`config.mk`:
```
export PLATFORM = sky130hd
export DESIGN_NAME = fracbaud_gen
export DESIGN_NICKNAME = d
export VERILOG_FILES = /design/src/rtl/fracbaud_pkg.sv /design/src/rtl/fracbaud_regs.sv /design/src/rtl/fracbaud_core.sv /design/src/rtl/fracbaud_ticks.sv /design/src/rtl/fracbaud_gen.sv
export SDC_FILE = /design/constraint.sdc
export NUM_CORES = 1
export LEC_CHECK = 0
export ABC_CLOCK_PERIOD_IN_PS = 4400
export BUFFER_PORTS_ARGS = -buffer_cell sky130_fd_sc_hd__buf_4
export CAP_MARGIN = 40
export CORE_MARGIN = 2
export CORE_UTILIZATION = 24
export CTS_BUF_LIST = sky130_fd_sc_hd__clkbuf_8
export CTS_CLUSTER_DIAMETER = 40
export DETAILED_ROUTE_END_ITERATION = 7
export GPL_TIMING_DRIVEN = 0
export HOLD_SLACK_MARGIN = 0.06
export PLACE_DENSITY_LB_ADDON = 0.15
export SLEW_MARGIN = 30
export SYNTH_ARGS = -nofsm -noshare
export SYNTH_HDL_FRONTEND = slang
export SYNTH_SLANG_ARGS = --single-unit
```
`constraint.sdc`:
```
create_clock -name clk -period 4.4 [get_ports clk]
set_clock_uncertainty 0.2 [all_clocks]
set_input_delay 0.22 -clock clk [delete_from_list [all_inputs] [get_ports clk]]
set_output_delay 0.22 -clock clk [all_outputs]
set_load 0.005 [all_outputs]
```
`src/rtl/fracbaud_pkg.sv`:
```
package fracbaud_pkg;
   typedef enum logic [1:0] {
      REG_DIV_HI = 2'd0,
      REG_DIV_LO = 2'd1,
      REG_FINE   = 2'd2,
      REG_SPARE  = 2'd3
   } reg_sel_e;
endpackage

```
`src/rtl/fracbaud_regs.sv`:
```
module fracbaud_regs
   import fracbaud_pkg::*;
#(
   parameter int DATA_W = 8,
   parameter int INT_W  = 13,
   parameter int FRAC_W = 5
) (
   input  logic              clk,
   input  logic              rst_n,
   input  logic              we,
   input  logic [1:0]        addr,
   input  logic [DATA_W-1:0] wdata,
   output logic [DATA_W-1:0] rdata,
   output logic [INT_W-1:0]  act_div,
   output logic [FRAC_W-1:0] frac,
   output logic              reload
);
   localparam int HI_W = INT_W - DATA_W;

   logic [DATA_W-1:0] hi_q, lo_q, fine_q;
   logic [INT_W-1:0]  div_q;
   logic [INT_W-1:0]  div_new;
   reg_sel_e          sel;

   assign sel    = reg_sel_e'(addr);
   assign reload = we && (sel == REG_DIV_LO);

   generate
      if (HI_W > 0) begin : g_split
         assign div_new = {hi_q[HI_W-1:0], wdata};
      end else begin : g_narrow
         assign div_new = wdata[INT_W-1:0];
      end
   endgenerate

   always_ff @(posedge clk) begin
      if (!rst_n) begin
         hi_q   <= '0;
         lo_q   <= '0;
         fine_q <= '0;
         div_q  <= '0;
      end else if (we) begin
         unique case (sel)
            REG_DIV_HI: hi_q <= wdata;
            REG_DIV_LO: begin
               lo_q  <= wdata;
               div_q <= div_new;
            end
            REG_FINE:   fine_q <= wdata;
            default:    ;
         endcase
      end
   end

   always_comb begin
      unique case (sel)
         REG_DIV_HI: rdata = hi_q;
         REG_DIV_LO: rdata = lo_q;
         REG_FINE:   rdata = fine_q;
         default:    rdata = '0;
      endcase
   end

   assign act_div = div_q;
   assign frac    = fine_q[FRAC_W-1:0];
endmodule

```
`src/rtl/fracbaud_core.sv`:
```
module fracbaud_core #(
   parameter int INT_W  = 13,
   parameter int FRAC_W = 5
) (
   input  logic              clk,
   input  logic              rst_n,
   input  logic              reload,
   input  logic [INT_W-1:0]  div,
   input  logic [FRAC_W-1:0] frac,
   output logic              wrap,
   output logic [FRAC_W-1:0] acc
);
   localparam logic [INT_W-1:0] ONE = INT_W'(1);

   logic [INT_W-1:0]  cnt_q;
   logic [INT_W-1:0]  limit;
   logic [FRAC_W-1:0] acc_q;
   logic [FRAC_W:0]   acc_sum;
   logic              stretch_q;
   logic              active;

   assign active  = |div;
   assign limit   = div - ONE + INT_W'(stretch_q);
   assign wrap    = active && (cnt_q == limit);
   assign acc_sum = {1'b0, acc_q} + {1'b0, frac};

   always_ff @(posedge clk) begin
      if (!rst_n || reload || !active) begin
         cnt_q     <= '0;
         acc_q     <= '0;
         stretch_q <= 1'b0;
      end else if (wrap) begin
         cnt_q     <= '0;
         acc_q     <= acc_sum[FRAC_W-1:0];
         stretch_q <= acc_sum[FRAC_W];
      end else begin
         cnt_q <= cnt_q + ONE;
      end
   end

   assign acc = acc_q;
endmodule

```
`src/rtl/fracbaud_ticks.sv`:
```
module fracbaud_ticks #(
   parameter int OVS = 16
) (
   input  logic clk,
   input  logic rst_n,
   input  logic reload,
   input  logic wrap,
   output logic sample_tick,
   output logic bit_tick
);
   logic samp_q, bit_q;

   generate
      if (OVS == 1) begin : g_direct
         always_ff @(posedge clk) begin
            if (!rst_n) begin
               samp_q <= 1'b0;
               bit_q  <= 1'b0;
            end else begin
               samp_q <= wrap;
               bit_q  <= wrap;
            end
         end
      end else begin : g_count
         localparam int OVS_W = $clog2(OVS);
         localparam logic [OVS_W-1:0] LAST = OVS_W'(OVS - 1);
         logic [OVS_W-1:0] ovs_q;
         always_ff @(posedge clk) begin
            if (!rst_n) begin
               samp_q <= 1'b0;
               bit_q  <= 1'b0;
               ovs_q  <= '0;
            end else begin
               samp_q <= wrap;
               bit_q  <= wrap && (ovs_q == LAST);
               if (reload)
                  ovs_q <= '0;
               else if (wrap)
                  ovs_q <= (ovs_q == LAST) ? '0 : ovs_q + OVS_W'(1);
            end
         end
      end
   endgenerate

   assign sample_tick = samp_q;
   assign bit_tick    = bit_q;
endmodule

```
`src/rtl/fracbaud_gen.sv`:
```
module fracbaud_gen #(
   parameter int DATA_W = 8,
   parameter int INT_W  = 13,
   parameter int FRAC_W = 5,
   parameter int OVS    = 16
) (
   input  logic              clk,
   input  logic              rst_n,
   input  logic              reg_we,
   input  logic [1:0]        reg_addr,
   input  logic [DATA_W-1:0] reg_wdata,
   output logic [DATA_W-1:0] reg_rdata,
   output logic              sample_tick,
   output logic              bit_tick
);
   generate
      if (INT_W < 2 || INT_W > 2 * DATA_W) begin : g_bad_int
         $error("INT_W must lie between 2 and twice DATA_W");
      end
      if (FRAC_W < 1 || FRAC_W > DATA_W) begin : g_bad_frac
         $error("FRAC_W must lie between 1 and DATA_W");
      end
      if (OVS < 1) begin : g_bad_ovs
         $error("OVS must be at least 1");
      end
   endgenerate

   logic [INT_W-1:0]  act_div;
   logic [FRAC_W-1:0] frac_w;
   logic [FRAC_W-1:0] acc_w;
   logic              reload_w;
   logic              wrap_w;

   fracbaud_regs #(.DATA_W(DATA_W), .INT_W(INT_W), .FRAC_W(FRAC_W)) u_regs (
      .clk     (clk),
      .rst_n   (rst_n),
      .we      (reg_we),
      .addr    (reg_addr),
      .wdata   (reg_wdata),
      .rdata   (reg_rdata),
      .act_div (act_div),
      .frac    (frac_w),
      .reload  (reload_w)
   );

   fracbaud_core #(.INT_W(INT_W), .FRAC_W(FRAC_W)) u_core (
      .clk    (clk),
      .rst_n  (rst_n),
      .reload (reload_w),
      .div    (act_div),
      .frac   (frac_w),
      .wrap   (wrap_w),
      .acc    (acc_w)
   );

   fracbaud_ticks #(.OVS(OVS)) u_ticks (
      .clk         (clk),
      .rst_n       (rst_n),
      .reload      (reload_w),
      .wrap        (wrap_w),
      .sample_tick (sample_tick),
      .bit_tick    (bit_tick)
   );
endmodule

```
==> results of run 1 <==
-- flip-flops by register name, indices dropped and copies added, names as in the netlist --
signal and count:
u_regs.act_div 13, u_regs.fine_q 8, u_core.stretch_q 1, u_ticks.g_count.ovs_q 4
u_ticks.bit_tick 1, u_ticks.sample_tick 1, u_core.acc 5, u_regs.hi_q 8
u_core.cnt_q 13
-- stage by stage --
step	power (mW)	instances	setup WS, ps	area, µm²	hold slack, ps
after detailed placement	0.653	553	475	3410	270
after floorplan	0.604	358	1240	3030	165
after global routing	1.05	569	169	3610	170
after CTS	1.02	569	441	3610	130
after global placement	0.651	552	383	3410	265
final	0.999	569	471	3610	125
-- worst max-delay path, stage by stage (launching register included) --
cell and delay [ps]:
dfxtp_1 360, inv_1 90, ha_1 200, ha_1 150
buf_2 190, nor4b_1 590, buf_1 220, nand2_1 90
nor3b_1 310, a2bb2oi_1 290, o21a_1 350, and3_2 220
buf_2 200, buf_2 260, nor3_1 80
-- cells in the mapped netlist, types with 2 or more instances --
cell type,n
mux2i_1,25
ha_1,9
clkbuf_1,12
nor2_1,6
a31oi_1,5
nor4_1,3
nand2_1,43
inv_1,12
nor3_1,22
nor3b_1,4
a31o_2,2
o21ai_0,19
buf_1,2
and3_1,6
or4_1,4
nand4_1,7
a21o_1,3
a21boi_0,13
and2_1,4
xor2_1,15
a211oi_1,3
a21oi_1,14
or3_1,3
xnor2_1,10
nor2b_1,20
buf_2,7
nand3_1,9
dfxtp_1,54
-- where the power goes --
part | internal, mW | switching, mW | leakage [nW] | total, mW
clock | 0.183 | 0.171 | 0.0573 | 0.354
sequential | 0.498 | 0.00906 | 0.437 | 0.507
combinational | 0.0602 | 0.0785 | 0.894 | 0.139
-- layout make-up --
cell class	instances	area, µm²	share of cell area
clock buffers	6	82.6	0.0228
flip-flops and latches	54	1080	0.299
repair buffers	32	259	0.0717
well taps	172	215	0.0595
plain buffers	23	106	0.0294
clock inverters	1	30.0	0.00831
multi-input cells	269	1800	0.497
inverters	12	45.0	0.0125
-- per-layer routing --
layer / up-vias / global-route usage
li1: 1336 / -
met1: 1190 / 0.170
met2: 33 / 0.202
met3: 9 / 0.0254
met4: 0 / 0.0444
met5: - / 0
-- how the worst max path moves through the flow --
stage                       from          endpoint  slack [ps]  cells after the start
5_1_grt        u_regs.act_div[0]   u_core.cnt_q[7]         170                     14
2_1_floorplan  u_regs.act_div[0]  u_core.cnt_q[10]        1240                     13
6_report       u_regs.act_div[0]  u_core.cnt_q[12]         470                     14
3_3_place_gp   u_regs.act_div[0]  u_core.cnt_q[12]         380                     13
3_5_place_dp   u_regs.act_div[0]  u_core.cnt_q[11]         470                     14
4_1_cts        u_regs.act_div[0]  u_core.cnt_q[11]         440                     14
-- logic make-up after synthesis --
group,count (synthesis),synth area share
compound gates,71,0.155
buf+inv,35,0.0500
mux,25,0.0826
xor+xnor,25,0.0723
flops,54,0.357
fa+ha+maj,10,0.0438
simple gates,138,0.240
-- repair_timing --
item	4_1_cts	5_1_grt
hold endpoints to repair	25	0
resized for setup	0	0
hold buffers	9	0
==> impl_metrics.py, run 1 <==
metrics = {
    "status": {
        "run_status": "completed",
    },
    "synth": {
        "syn_nets": 381,
        "ys_ff_latch": 54,
        "yosysTopAreaCellShare": 0.357,
        "ys_seq_area_frac": 0.357,
        "ys_types": 50,
        "async_flop_share": 0,
        "synth-edff-count": 0,
        "avgSynthCellArea_um2": 8.46,
        "synthFlopType": "dfxtp_1",
        "synthesis.area_um2": 3030,
        "synth.largest_area_cell": "dfxtp_1",
        "synth.area.top_cells": "dfxtp_1, mux2i_1, nand2_1",
        "netlist_instances": 358,
        "yosys_warnings": 0,
    },
    "clocking": {
        "cts-root-buf": "clkbuf_8",
        "clock_path_buffers": 2,
        "numClockSinks": 54,
        "htreeDepth": 2,
        "clock_latency_ps": 310,
        "clk_pin_slew_worst_paths_ps": 100,
        "cts_setup_buffers": 0,
        "cts_tree": "done",
        "numCtsBuffers": 5,
    },
    "timing": {
        "hold_violations": 0,
        "worst_pin_slew_ps": 750,
        "timing.fmax_mhz": 255,
        "finalSetupViolations": 0,
        "fin_crit_ps": 3930,
        "timing.slew.headroom": 0.500,
        "tns_ps": 0,
        "rsz0062_at_grt": "no",
        "slew_violations": 0,
        "fin_crit_sh": 0.893,
    },
    "routing": {
        "routed-wl-met3_um": 171,
        "detail_route.iter0.violations": 122,
        "viasPerCell": 4.51,
        "wl_met1_um": 4080,
        "drc": 0,
        "final_antenna_net_count": 0,
        "top_layer_used": "met4",
        "dr_wl_met2_um": 3580,
        "drt-pass1-iter-count": 4,
        "vias": 2568,
        "post_drt_wl_per_cell_um": 14.1,
        "wl_um": 8000,
    },
    "placed_design": {
        "gp_congestion": 0.852,
        "io_buffers": 22,
        "dpl.hpwl_um": 6050,
    },
    "cells_and_area": {
        "layout_common_cells": "dfxtp_1, nand2_1, mux2i_1",
        "layout.nets": 420,
        "syn2layout_area_growth_pct": 19.4,
        "fillCellCount": 1338,
        "final_core_util": 0.290,
        "final_common_cell": "dfxtp_1",
        "drive_above_1_share": 0.116,
        "n_antenna_cell": 0,
    },
    "die": {
        "die_y_um": 116,
        "core_um2": 12500,
        "die_area_um2": 13500,
        "initial_core_util": 0.243,
        "ioPinCount": 23,
        "num_rows": 41,
        "fp.dieW_um": 116,
    },
    "critical_path": {
        "r2r_cells": 14,
        "rr_endpoint": "u_core.cnt_q[12]",
        "arrival_ps": 3910,
        "worstSetupEndpointType": "register",
        "r2r_slack_ps": 470,
        "crit_fanout": 10,
        "worstSetupPathType": "reg2reg",
        "worstPathRequired_ps": 4380,
        "startpoint_type": "register",
        "timing.rr.start": "u_regs.act_div[0]",
    },
    "power_and_ir_drop": {
        "power_density_nw_per_um2": 276,
        "ir_drop_v": 0.000145,
        "p_leak_nw": 1.39,
    },
    "worst_hold_path": {
        "hold_depth": 4,
        "holdCritStartpoint": "reg_we",
        "min_to": "u_regs.act_div[12]",
        "hold_path.class": "in2reg",
    },
    "grt": {
        "grt_pass1_wl_um": 13200,
        "grt_pass1_vias": 2488,
        "grt_max_degree": 16,
        "antenna_found_initial": 0,
        "gr-total-overflow": 0,
        "grtUsageTotal": 0.126,
    },
    "job": {
        "maxCapViolations": 0,
    },
}
(Power assumes the default switching activity.)
==> inputs of run 2 (changes only) <==
--- a/config.mk
+++ b/config.mk
@@ -6,5 +6,5 @@
 export NUM_CORES = 1
 export LEC_CHECK = 0
-export ABC_CLOCK_PERIOD_IN_PS = 4400
+export ABC_CLOCK_PERIOD_IN_PS = 3300
 export BUFFER_PORTS_ARGS = -buffer_cell sky130_fd_sc_hd__buf_4
 export CAP_MARGIN = 40
==> constraint.sdc (replaced) <==
create_clock -name clk -period 3.3 [get_ports clk]
set_clock_uncertainty 0.2 [all_clocks]
set_input_delay 0.495 -clock clk [delete_from_list [all_inputs] [get_ports clk]]
set_output_delay 0.495 -clock clk [all_outputs]
set_load 0.005 [all_outputs]
==> impl_metrics.py, run 2 (synthesis results as in run 1) <==
metrics = {
    "status": {
        "run_status": "completed",
    },
    "timing": {
        "worst_pin_slew_ps": 727,
        "slew_violations": 0,
        "layout_setup_ws_ps": 163,
        "hold_violations": 0,
        "rsz0062_at_grt": "no",
        "timing.fmax_mhz": 319,
        "holdWs_ps": 242,
        "finalSetupViolations": 0,
        "tns_ps": 0,
        "timing.slew.headroom": 0.516,
        "fin_crit_ps": 3140,
        "fin_crit_sh": 0.950,
    },
    "critical_path": {
        "r2r_slack_ps": 160,
        "startpoint_type": "register",
        "crit_fanout": 9,
        "critPathMaxStageDelay_ps": 390,
        "cp_cell_sequence": "inv_1, ha_2, ha_1, buf_4, nor4b_4, buf_1, nand2_1, nor3b_2, a2bb2oi_2, o211ai_1, buf_4, or4_1, a21oi_1",
        "worstSetupEndpointType": "register",
        "rr_endpoint": "u_ticks.g_count.ovs_q[2]",
        "cp_common_cell": "buf_4",
        "cp_slowest_cell": "or4_1",
        "arrival_ps": 3180,
        "worstSetupPathType": "reg2reg",
        "worstPathRequired_ps": 3350,
        "timing.rr.start": "u_regs.act_div[0]",
        "r2r_cells": 13,
    },
    "clocking": {
        "hold_buffers": 0,
        "clock_path_buffers": 2,
        "htreeDepth": 2,
        "clock_latency_ps": 310,
        "cts_tree": "done",
        "numClockSinks": 54,
        "clk_pin_slew_worst_paths_ps": 100,
        "numCtsBuffers": 5,
        "cts-root-buf": "clkbuf_8",
    },
    "cells_and_area": {
        "final_common_cell": "dfxtp_1",
        "n_antenna_cell": 0,
        "layout_common_cells": "dfxtp_1, nand2_1, buf_4",
        "drive_above_1_share": 0.157,
        "syn2layout_area_growth_pct": 20.2,
        "layout.nets": 417,
    },
    "placed_design": {
        "gp_congestion": 0.852,
        "dpl.hpwl_um": 6050,
        "dp_slack_ps": -625,
        "io_buffers": 22,
    },
    "routing": {
        "vias": 2582,
        "final_antenna_net_count": 0,
        "viasPerCell": 4.56,
        "drc": 0,
        "wl_um": 8080,
        "drt-pass1-iter-count": 4,
        "post_drt_wl_per_cell_um": 14.3,
        "detail_route.iter0.violations": 107,
    },
    "die": {
        "fp.dieW_um": 116,
        "core_um2": 12500,
        "die_area_um2": 13500,
        "die_y_um": 116,
        "num_rows": 41,
        "initial_core_util": 0.243,
        "ioPinCount": 23,
    },
    "power_and_ir_drop": {
        "switchingPower_mw": 0.349,
        "p_int_mw": 0.989,
        "seqPwrFrac": 0.505,
        "combPwrFrac": 0.142,
        "p_leak_nw": 1.41,
        "ir_drop_v": 0.000187,
        "netSwitchingFraction": 0.261,
        "p_clk_frac": 0.353,
        "power_density_nw_per_um2": 367,
    },
    "worst_hold_path": {
        "min_to": "u_regs.act_div[0]",
        "hold_path.class": "in2reg",
        "holdCritStartpoint": "reg_wdata[0]",
        "hold_depth": 3,
    },
    "grt": {
        "gr-total-overflow": 0,
        "grt_pass1_wl_um": 13200,
        "grtUsageTotal": 0.126,
        "antenna_found_initial": 0,
        "grt_pass1_vias": 2471,
        "grt_max_degree": 16,
    },
    "job": {
        "maxCapViolations": 0,
    },
}
## run 2: final cells by class
cell class | count | area, µm²
clock buffer | 6 | 82.6
sequential | 54 | 1080
clock inverter | 1 | 30.0
multi-input combinational | 269 | 1850
timing repair buffer | 29 | 214
fill | 1341 | 8830
tap | 172 | 215
inverter | 12 | 45.0
buffer | 23 | 119
## run 2: worst max path at each step
stage,from,end,slack [ps]
floorplan,u_regs.act_div[0],u_core.cnt_q[10],140
global placement,u_regs.act_div[0],u_core.cnt_q[12],-720
detailed placement,u_regs.act_div[0],u_core.cnt_q[11],-630
CTS,u_regs.act_div[0],u_ticks.g_count.ovs_q[2],10
global route,u_regs.act_div[0],u_ticks.g_count.ovs_q[2],6
finish,u_regs.act_div[0],u_ticks.g_count.ovs_q[2],160
## run 2: power by group through the flow
stage / clock network, mW / registers, mW / logic [mW]
detailed placement: 0 / 0.691 / 0.179
global route: 0.520 / 0.678 / 0.211
finish: 0.472 / 0.676 / 0.190
global placement: 0 / 0.691 / 0.177
floorplan: 0 / 0.686 / 0.120
CTS: 0.495 / 0.676 / 0.186
## run 2: worst max-delay path, delay by kind of cell, from the launching register on
kind | cells | cell delay [ps]
compound gates | 3 | 480
fa+ha+maj | 2 | 340
buf+inv | 4 | 610
flops | 1 | 360
simple gates | 4 | 1080
## run 2: per-layer routing
layer  track usage  routed length, µm
met4        0.0444                187
met2         0.200               3590
met3        0.0254                291
met1         0.171               4000
met5             0                  0
## run 2: timing repair
item / 4_1_cts / 5_1_grt
setup buffers: 5 / 1
endpoints found under the setup margin: 25 / 24
pin swaps: 3 / 2
resized for setup: 11 / 8
## run 2: stage by stage
stage	utilization	total power, mW	instance area, µm²	std cells
finish	0.292	1.34	3640	566
global route	0.292	1.41	3640	566
CTS	0.289	1.36	3610	565
detailed placement	0.274	0.870	3410	553
global placement	0.273	0.868	3410	552
floorplan	-	0.806	3030	358
